## config.mk

```make
export PLATFORM = sky130hd
export DESIGN_NAME = dma_guard_filter
export DESIGN_NICKNAME = d
export VERILOG_FILES = /design/src/rtl/dgf_pkg.sv /design/src/rtl/dgf_range_regs.sv /design/src/rtl/dgf_range_match.sv /design/src/rtl/dgf_drain_ctl.sv /design/src/rtl/dma_guard_filter.sv
export SDC_FILE = /design/constraint.sdc
export NUM_CORES = 1
export LEC_CHECK = 0
export CAP_MARGIN = 0
export CELL_PAD_IN_SITES_DETAIL_PLACEMENT = 0
export CELL_PAD_IN_SITES_GLOBAL_PLACEMENT = 1
export CORE_UTILIZATION = 35
export CTS_BUF_LIST = sky130_fd_sc_hd__clkbuf_16
export DETAILED_ROUTE_END_ITERATION = 7
export PLACE_DENSITY = 0.67
export SLEW_MARGIN = 0
export SYNTH_ARGS = -nofsm -noshare
export SYNTH_HDL_FRONTEND = slang
export SYNTH_HIERARCHICAL = 1
export SYNTH_SLANG_ARGS = --single-unit
export TNS_END_PERCENT = 50
```

## constraint.sdc

```tcl
create_clock -name clk -period 6.5 [get_ports clk]
set_input_delay 0.65 -clock clk [delete_from_list [all_inputs] [get_ports clk]]
set_output_delay 0.65 -clock clk [all_outputs]
set_load 0.01 [all_outputs]
```

## src/rtl/dgf_pkg.sv

```systemverilog
package dgf_pkg;
  localparam int PAGE_LSB   = 20;
  localparam int DIS_BIT    = 4;
  localparam int ACC_BIT    = 3;
  localparam int START_BIT  = 2;
  localparam int BUSY_BIT   = 1;
  localparam int REG_W      = 64;
endpackage

```

## src/rtl/dgf_range_regs.sv

```systemverilog
module dgf_range_regs
  import dgf_pkg::*;
#(
  parameter int RANGES = 4,
  parameter int ADDR_W = 40,
  parameter int IDX_W  = 4,
  localparam int PAGE_W = ADDR_W - PAGE_LSB
) (
  input  logic                           clk,
  input  logic                           rst_n,
  input  logic                           wr_en,
  input  logic [IDX_W-1:0]               wr_idx,
  input  logic [REG_W-1:0]               wr_data,
  output logic [RANGES-1:0][PAGE_W-1:0]  lo_pg,
  output logic [RANGES-1:0][PAGE_W-1:0]  hi_pg,
  output logic [RANGES-1:0]              off
);
  for (genvar k = 0; k < RANGES; k++) begin : g_win
    localparam logic [IDX_W-1:0] LO_IDX = IDX_W'(2 * k);
    localparam logic [IDX_W-1:0] HI_IDX = IDX_W'(2 * k + 1);
    always_ff @(posedge clk) begin
      if (!rst_n) begin
        lo_pg[k] <= '0;
        hi_pg[k] <= '0;
        off[k]   <= 1'b1;
      end else if (wr_en) begin
        if (wr_idx == LO_IDX) begin
          lo_pg[k] <= wr_data[ADDR_W-1:PAGE_LSB];
          off[k]   <= wr_data[DIS_BIT];
        end
        if (wr_idx == HI_IDX) hi_pg[k] <= wr_data[ADDR_W-1:PAGE_LSB];
      end
    end
  end
endmodule

```

## src/rtl/dgf_range_match.sv

```systemverilog
module dgf_range_match
  import dgf_pkg::*;
#(
  parameter int RANGES = 4,
  parameter int ADDR_W = 40,
  localparam int PAGE_W = ADDR_W - PAGE_LSB
) (
  input  logic [PAGE_W-1:0]              page,
  input  logic [RANGES-1:0][PAGE_W-1:0]  lo_pg,
  input  logic [RANGES-1:0][PAGE_W-1:0]  hi_pg,
  input  logic [RANGES-1:0]              off,
  output logic                           any_hit
);
  logic [RANGES-1:0] hit;
  for (genvar k = 0; k < RANGES; k++) begin : g_cmp
    assign hit[k] = !off[k] && (page >= lo_pg[k]) && (page <= hi_pg[k]);
  end
  assign any_hit = |hit;
endmodule

```

## src/rtl/dgf_drain_ctl.sv

```systemverilog
module dgf_drain_ctl (
  input  logic clk,
  input  logic rst_n,
  input  logic start,
  input  logic drain_done,
  output logic busy
);
  always_ff @(posedge clk) begin
    if (!rst_n)                 busy <= 1'b0;
    else if (!busy && start)    busy <= 1'b1;
    else if (busy && drain_done) busy <= 1'b0;
  end
endmodule

```

## src/rtl/dma_guard_filter.sv

```systemverilog
module dma_guard_filter
  import dgf_pkg::*;
#(
  parameter int RANGES = 4,
  parameter int ADDR_W = 40,
  localparam int PAGE_W = ADDR_W - PAGE_LSB,
  localparam int IDX_W  = $clog2(2 * RANGES + 1)
) (
  input  logic               clk,
  input  logic               rst_n,
  input  logic               req_valid,
  output logic               req_ready,
  input  logic [ADDR_W-1:0]  req_addr,
  input  logic               req_write,
  output logic               out_valid,
  input  logic               out_ready,
  output logic               out_allow,
  output logic               out_block,
  input  logic               reg_we,
  input  logic [IDX_W-1:0]   reg_addr,
  input  logic [REG_W-1:0]   reg_wdata,
  output logic [REG_W-1:0]   reg_rdata,
  input  logic               drain_done
);
  localparam logic [IDX_W-1:0] SER_IDX = IDX_W'(2 * RANGES);

  logic [RANGES-1:0][PAGE_W-1:0] lo_pg, hi_pg;
  logic [RANGES-1:0]             off;
  logic                          any_hit;
  logic                          ser_busy;
  logic                          win_we, ser_start;

  assign win_we    = reg_we && !ser_busy && (reg_addr < SER_IDX);
  assign ser_start = reg_we && (reg_addr == SER_IDX) && reg_wdata[START_BIT];

  dgf_range_regs #(.RANGES(RANGES), .ADDR_W(ADDR_W), .IDX_W(IDX_W)) u_regs (
    .clk(clk), .rst_n(rst_n), .wr_en(win_we), .wr_idx(reg_addr),
    .wr_data(reg_wdata), .lo_pg(lo_pg), .hi_pg(hi_pg), .off(off)
  );

  dgf_range_match #(.RANGES(RANGES), .ADDR_W(ADDR_W)) u_match (
    .page(req_addr[ADDR_W-1:PAGE_LSB]), .lo_pg(lo_pg), .hi_pg(hi_pg),
    .off(off), .any_hit(any_hit)
  );

  dgf_drain_ctl u_drain (
    .clk(clk), .rst_n(rst_n), .start(ser_start),
    .drain_done(drain_done), .busy(ser_busy)
  );

  // verdict stage
  assign req_ready = !out_valid || out_ready;

  always_ff @(posedge clk) begin
    if (!rst_n) begin
      out_valid <= 1'b0;
      out_block <= 1'b0;
    end else if (req_ready) begin
      out_valid <= req_valid;
      out_block <= req_valid && req_write && any_hit;
    end
  end
  assign out_allow = out_valid && !out_block;

  // register read-back
  always_comb begin
    reg_rdata = '0;
    if (reg_addr == SER_IDX) begin
      reg_rdata[BUSY_BIT] = ser_busy;
    end else if (reg_addr < SER_IDX) begin
      if (!reg_addr[0]) begin
        reg_rdata[ADDR_W-1:PAGE_LSB] = lo_pg[reg_addr >> 1];
        reg_rdata[DIS_BIT]           = off[reg_addr >> 1];
      end else begin
        reg_rdata[ADDR_W-1:PAGE_LSB] = hi_pg[reg_addr >> 1];
      end
    end
  end
endmodule

```

==> impl_metrics.ini, run 1 <==
[clock_tree]
clkSinkCount = 167
cts_max_path_buffers = 2
insertion_delay_ns = 0.46
cts-root-buf = clkbuf_16
cts_buffers = 17
post-cts-setup-buffers = 0
htree_levels = 4
hold_buffers = 0
cts_tree = yes
cts_resized = 0
clkTransAtPathRegs_ns = 0.07

[power_and_ir_drop]
p_leak_nw = 5.33
p_int_mw = 1.77
p_total_mw = 2.46
ir_drop_mv = 0.196
p_comb_frac = 0.128
clock_power_share = 0.451
power_density_nw_per_um2 = 186
netSwitchingFraction = 0.282
p_seq_frac = 0.421
p_sw_uw = 693

[layout]
antenna_cells = 0
drive_gt1_frac = 0.0745
nets = 1605
synthToLayoutAreaGrowth_pct = 13.6
final_cell_area_um2 = 13200

[placed_design]
dpl-instance-area_um2 = 12600
dp_hpwl_um = 23400
place_congestion = 0.832
numPortBuffers = 78

[grt]
grt_max_degree = 104
grt_pass1_vias = 8724
grt_pass1_wl_um = 50900
antenna_found_initial = 0
grtUsageTotal = 0.201
overflow = 0

[logic_synthesis]
ys_seq_area_frac = 0.287
syn_area_per_cell_um2 = 9.12
synth_cells = 1277
yosys_warnings = 6
synthFlopType = dfxtp_1
synth_edf_count = 0
netlist_area_um2 = 11600
postSynth.asyncResetShare = 0
ys_seq_elements = 167
synth_cell_types = 57

[timing]
final-max-slew-violation-count = 0
post-route-period-util = 0.560
setup_viol = 0
rsz0062_at_grt = no
hold_viol = 0
finalCriticalPeriod_ns = 3.64
relSlewSlack = 0.286
timing.fmax_mhz = 275
whs_ns = 0.474
tightest_slew_ns = 1.07
fin_skew_ns = 0.0175
fin_setup_tns_ns = 0

[floorplanning]
die_h_um = 184
start_util = 0.357
fp-row-count = 66
core_um2 = 32600
ios = 183
die_width_um = 184
dieArea_um2 = 34000

[critical_path]
cp-end-kind = output pin
critPathKind = primary input to output pin
startpoint_type = primary input
cp.arrival_ns = 2.99
path_max_fanout = 28
critical-path-slowest-cell = mux4_2
max_stage_delay_ns = 0.58
path_cells = buf_4, buf_4, mux4_2, mux2i_1, nor2_1, clkdlybuf4s50_1
cp.required_ns = 5.85
cp_common_cell = buf_4

[hold_path]
hold_class = flip-flop to flip-flop

[routing]
vias = 8901
wl_per_cell_um = 18.6
drc = 0
totalWireLength_um = 33100
vias_per_cell = 4.99
drtIter0Drc = 467
drt_pass1_iterations = 5
antenna_left = 0

[flow_run]
maxCapViolCount = 0

[run_status]
status = finished clean
## cell usage after synthesis (5+ instances only)
| master | number | area share |
|---|---|---|
| nor2b_1 | 10 | 0.0054 |
| buf_2 | 19 | 0.0082 |
| o21ai_1 | 5 | 0.0021 |
| mux4_2 | 41 | 0.079 |
| mux2i_1 | 184 | 0.16 |
| o21ai_0 | 17 | 0.0073 |
| clkbuf_1 | 21 | 0.0068 |
| nand2_1 | 218 | 0.070 |
| nand3_1 | 17 | 0.0073 |
| a21oi_1 | 55 | 0.024 |
| and4_1 | 5 | 0.0038 |
| buf_4 | 46 | 0.030 |
| ha_1 | 160 | 0.17 |
| a21o_1 | 8 | 0.0052 |
| nand4_1 | 19 | 0.010 |
| dfxtp_1 | 167 | 0.29 |
| inv_1 | 158 | 0.051 |
| buf_6 | 5 | 0.0048 |
| nor2_1 | 47 | 0.015 |
| a211oi_1 | 8 | 0.0052 |
| nor3_1 | 8 | 0.0034 |
## layout make-up
cell class,count,area (um2)
tap,442,553
sequential,167,3340
fill,3210,19400
multi-input combinational,897,7270
clock inverter,14,186
clock buffer,17,425
timing repair buffer,89,865
inverter,158,593
## layer usage
layer  track usage  part of all wire
met1         0.271              0.49
met4        0.0607             0.017
met2         0.336              0.47
met3        0.0213             0.023
met5             0                 0
## power groups by stage
stage	registers, mW	clock network [mW]	logic (mW)
after floorplan	1.06	0	0.214
after global placement	1.06	0	0.312
after detailed placement	1.06	0	0.315
after CTS	1.04	1.13	0.317
after global routing	1.04	1.17	0.353
final	1.04	1.11	0.315
## registers in the layout, indices dropped and copies added (netlist names)
register	cells
u_regs/lo_pg	80
out_block	1
u_regs/hi_pg	80
u_regs/off	4
out_valid	1
u_drain/busy	1
## logic make-up after synthesis
group                      synth area share
adders and majority gates             0.172
other                              0.000322
AOI/OAI and AO/OA                    0.0652
DFF                                   0.287
muxes                                 0.237
and+or+nand+nor                       0.134
buffers and inverters                 0.104
## per-stage QoR
stage               instances   util  worst slack, ns
floorplan                1318      -             3.91
global placement         1753  0.387             2.56
detailed placement       1753  0.387             2.58
CTS                      1784  0.406             2.77
global route             1784  0.406             2.67
finish                   1784  0.406             2.86
## worst max-delay path, delay by kind of cell
family | cells | cell delay, ns
and+or+nand+nor | 1 | 0.08
buffers and inverters | 3 | 1.50
muxes | 2 | 0.72
## worst paths after layout
path | start | endpoint | slack (ns) | cells past startpoint
setup reg to reg | u_regs/lo_pg[47] | out_block | 3.54 | 11
setup / recovery | reg_addr[1] | reg_rdata[39] | 2.86 | 6
hold reg to reg | u_regs/hi_pg[31] | u_regs/hi_pg[31] | 0.47 | 2
hold / removal | u_regs/hi_pg[31] | u_regs/hi_pg[31] | 0.47 | 2
## cells in the final DEF (no fill, tap or decap), drive strengths merged, types with 9 or more instances in the layout
cell | netlist | layout
nand2 | 218 | 218
mux4 | 41 | 41
clkdlybuf4s50 | 0 | 74
ha | 160 | 160
conb | 1 | 42
clkbuf | 21 | 17
buf | 75 | 15
a21oi | 55 | 55
mux2i | 184 | 184
dfxtp | 167 | 167
o21ai | 23 | 23
nand4 | 20 | 20
inv | 158 | 165
nor2b | 11 | 11
nor2 | 47 | 47
nor3 | 9 | 9
nand3 | 17 | 17
Power figures use the tool's default switching activity.
==> run 2, diff against run 1 <==
--- a/config.mk
+++ b/config.mk
@@ -11,7 +11,7 @@
 export CORE_UTILIZATION = 35
 export CTS_BUF_LIST = sky130_fd_sc_hd__clkbuf_16
 export DETAILED_ROUTE_END_ITERATION = 7
-export PLACE_DENSITY = 0.67
+export PLACE_DENSITY = 0.7
 export SLEW_MARGIN = 0
 export SYNTH_ARGS = -nofsm -noshare
 export SYNTH_HDL_FRONTEND = slang
==> constraint.sdc (replaced) <==
create_clock -name clk -period 3 [get_ports clk]
set_input_delay 0.3 -clock clk [delete_from_list [all_inputs] [get_ports clk]]
set_output_delay 0.3 -clock clk [all_outputs]
set_load 0.01 [all_outputs]
==> run 2 against run 1 <==
Net effect: routed wire length rose by 1.4%; via count rose by 3.2%; combinational power rose by 140%; register-to-register slack got worse by 3.4 ns; die area did not move; flip-flop and latch count did not move; core utilization rose by 2.3 points; global-route usage rose by 0.27 points; highest routed layer unchanged; worst hold slack got worse by 0.21 ns; critical endpoint is now out_block; setup slack got worse by 2.7 ns; count of clock-buffer cells in the layout did not move; design area rose by 5.7%.
==> impl_metrics.ini, run 2 (synthesis results as in run 1) <==
[floorplanning]
ios = 183
start_util = 0.357
fp-row-count = 66
dieArea_um2 = 34000
die_h_um = 184
core_um2 = 32600
die_width_um = 184

[clock_tree]
cts_max_path_buffers = 2
cts-root-buf = clkbuf_16
clkTransAtPathRegs_ns = 0.07
clkSinkCount = 167
cts_resized = 0
hold_buffers = 0
htree_levels = 4
post-cts-setup-buffers = 0
insertion_delay_ns = 0.44
cts_tree = yes
cts_buffers = 17

[grt]
met1_usage = 0.277
busiest_layer = met2
grt_use_met3 = 0.0227
grt_pass1_vias = 9008
antenna_found_initial = 0
overflow = 0
grtUsageTotal = 0.204
grt_max_degree = 45
met2_usage = 0.337
grt_pass1_wl_um = 52100

[layout]
stdcell_count = 1871
drive_gt1_frac = 0.132
synthToLayoutAreaGrowth_pct = 20.1
final_common_cell = nand2_1
nets = 1691
final_cell_mix = nand2_1, mux2i_1, dfxtp_1
final_cell_area_um2 = 14000
antenna_cells = 0
reg_top3 = u_regs/hi_pg: 80 flops, u_regs/lo_pg: 80 flops, u_regs/off: 4 flops

[power_and_ir_drop]
p_total_mw = 5.42
p_leak_nw = 5.79
power_density_nw_per_um2 = 388
ir_drop_mv = 0.409

[routing]
vias = 9186
totalWireLength_um = 33600
drc = 0
antenna_left = 0
drtIter0Drc = 539
vias_per_cell = 4.91
wl_per_cell_um = 18.0
drt_pass1_iterations = 5

[timing]
hold_viol = 0
rsz0062_at_grt = no
timing.fmax_mhz = 346
final-max-slew-violation-count = 0
setup_viol = 0
fin_skew_ns = 0.0119
post-route-period-util = 0.963
tightest_slew_ns = 0.537
relSlewSlack = 0.639
finalCriticalPeriod_ns = 2.89

[critical_path]
cp_common_cell = buf_4
max_stage_delay_ns = 0.58
cp.arrival_ns = 3.21
cp-end-kind = flip-flop
path_max_fanout = 5
critical-path-slowest-cell = or4b_1
r2r_setup_slack_ns = 0.14
reg2reg_to = out_block
cp.required_ns = 3.33
path_cells = clkdlybuf4s50_1, buf_4, ha_1, a21oi_1, o21ai_0, a41oi_1, buf_4, nor3_1, buf_4, o31ai_1, a221oi_2, or4b_1, nand4_1, a21boi_0
critPathKind = primary input to flip-flop
ff2ff_path_depth = 13
rr_startpoint = u_regs/lo_pg[11]
startpoint_type = primary input

[placed_design]
numPortBuffers = 78
dp_cells = 1839
dp_hpwl_um = 25500
dpl-instance-area_um2 = 13300
place_congestion = 0.853

[run_status]
status = finished clean

[hold_path]
min_delay_path_depth = 2
holdPathEnd = out_valid
hold_class = primary input to flip-flop
min_from = rst_n

[flow_run]
maxCapViolCount = 0
## run 2: changes by cell type in the layout (fill, tap and decap cells not counted), sizes merged
cell           before  now
buf                15  101
dlymetal6s2s        0    1
inv               165  164
clkinv              2    4
clkdlybuf4s50      74   73
## run 2: stage by stage
step | hold slack, ns | setup TNS, ns | utilization | setup slack (ns)
2_1_floorplan | 0.418 | 0 | - | 0.759
3_3_place_gp | 0.456 | -0.305 | 0.409 | -0.305
3_5_place_dp | 0.463 | -0.344 | 0.409 | -0.344
4_1_cts | 0.254 | 0 | 0.429 | 0.105
5_1_grt | 0.269 | 0 | 0.429 | 0.000268
6_report | 0.263 | 0 | 0.429 | 0.111
## run 2: report_power, final
part,switching (mW),leakage [nW],internal (mW),total (mW)
registers,0.0136,1.35,2.23,2.25
logic,0.431,4.14,0.339,0.770
clock network,1.06,0.304,1.35,2.41
## run 2: critical path: cells and delay by family
family / cells / cell delay (ns)
and+or+nand+nor: 3 / 0.76
AOI/OAI and AO/OA: 6 / 0.88
buffers and inverters: 4 / 1.08
adders and majority gates: 1 / 0.18
## run 2: worst max-delay path by stage
stage,startpoint,end
6_report,req_addr[30],out_block
5_1_grt,req_addr[30],out_block
4_1_cts,req_addr[29],out_block
3_5_place_dp,req_addr[27],out_block
3_3_place_gp,req_addr[29],out_block
2_1_floorplan,req_addr[20],out_block
## run 2: layout make-up
cell class / instances / area [um2]
clock buffer: 17 / 425
clock inverter: 15 / 213
fill: 3204 / 18600
inverter: 158 / 593
multi-input combinational: 897 / 7270
sequential: 167 / 3340
tap: 442 / 553
timing repair buffer: 175 / 1590
## run 2: metal layers
metal	wire length [um]	up-vias
met4	631	0
met5	0	-
met1	16000	4378
li1	-	4601
met2	15700	182
met3	1280	25
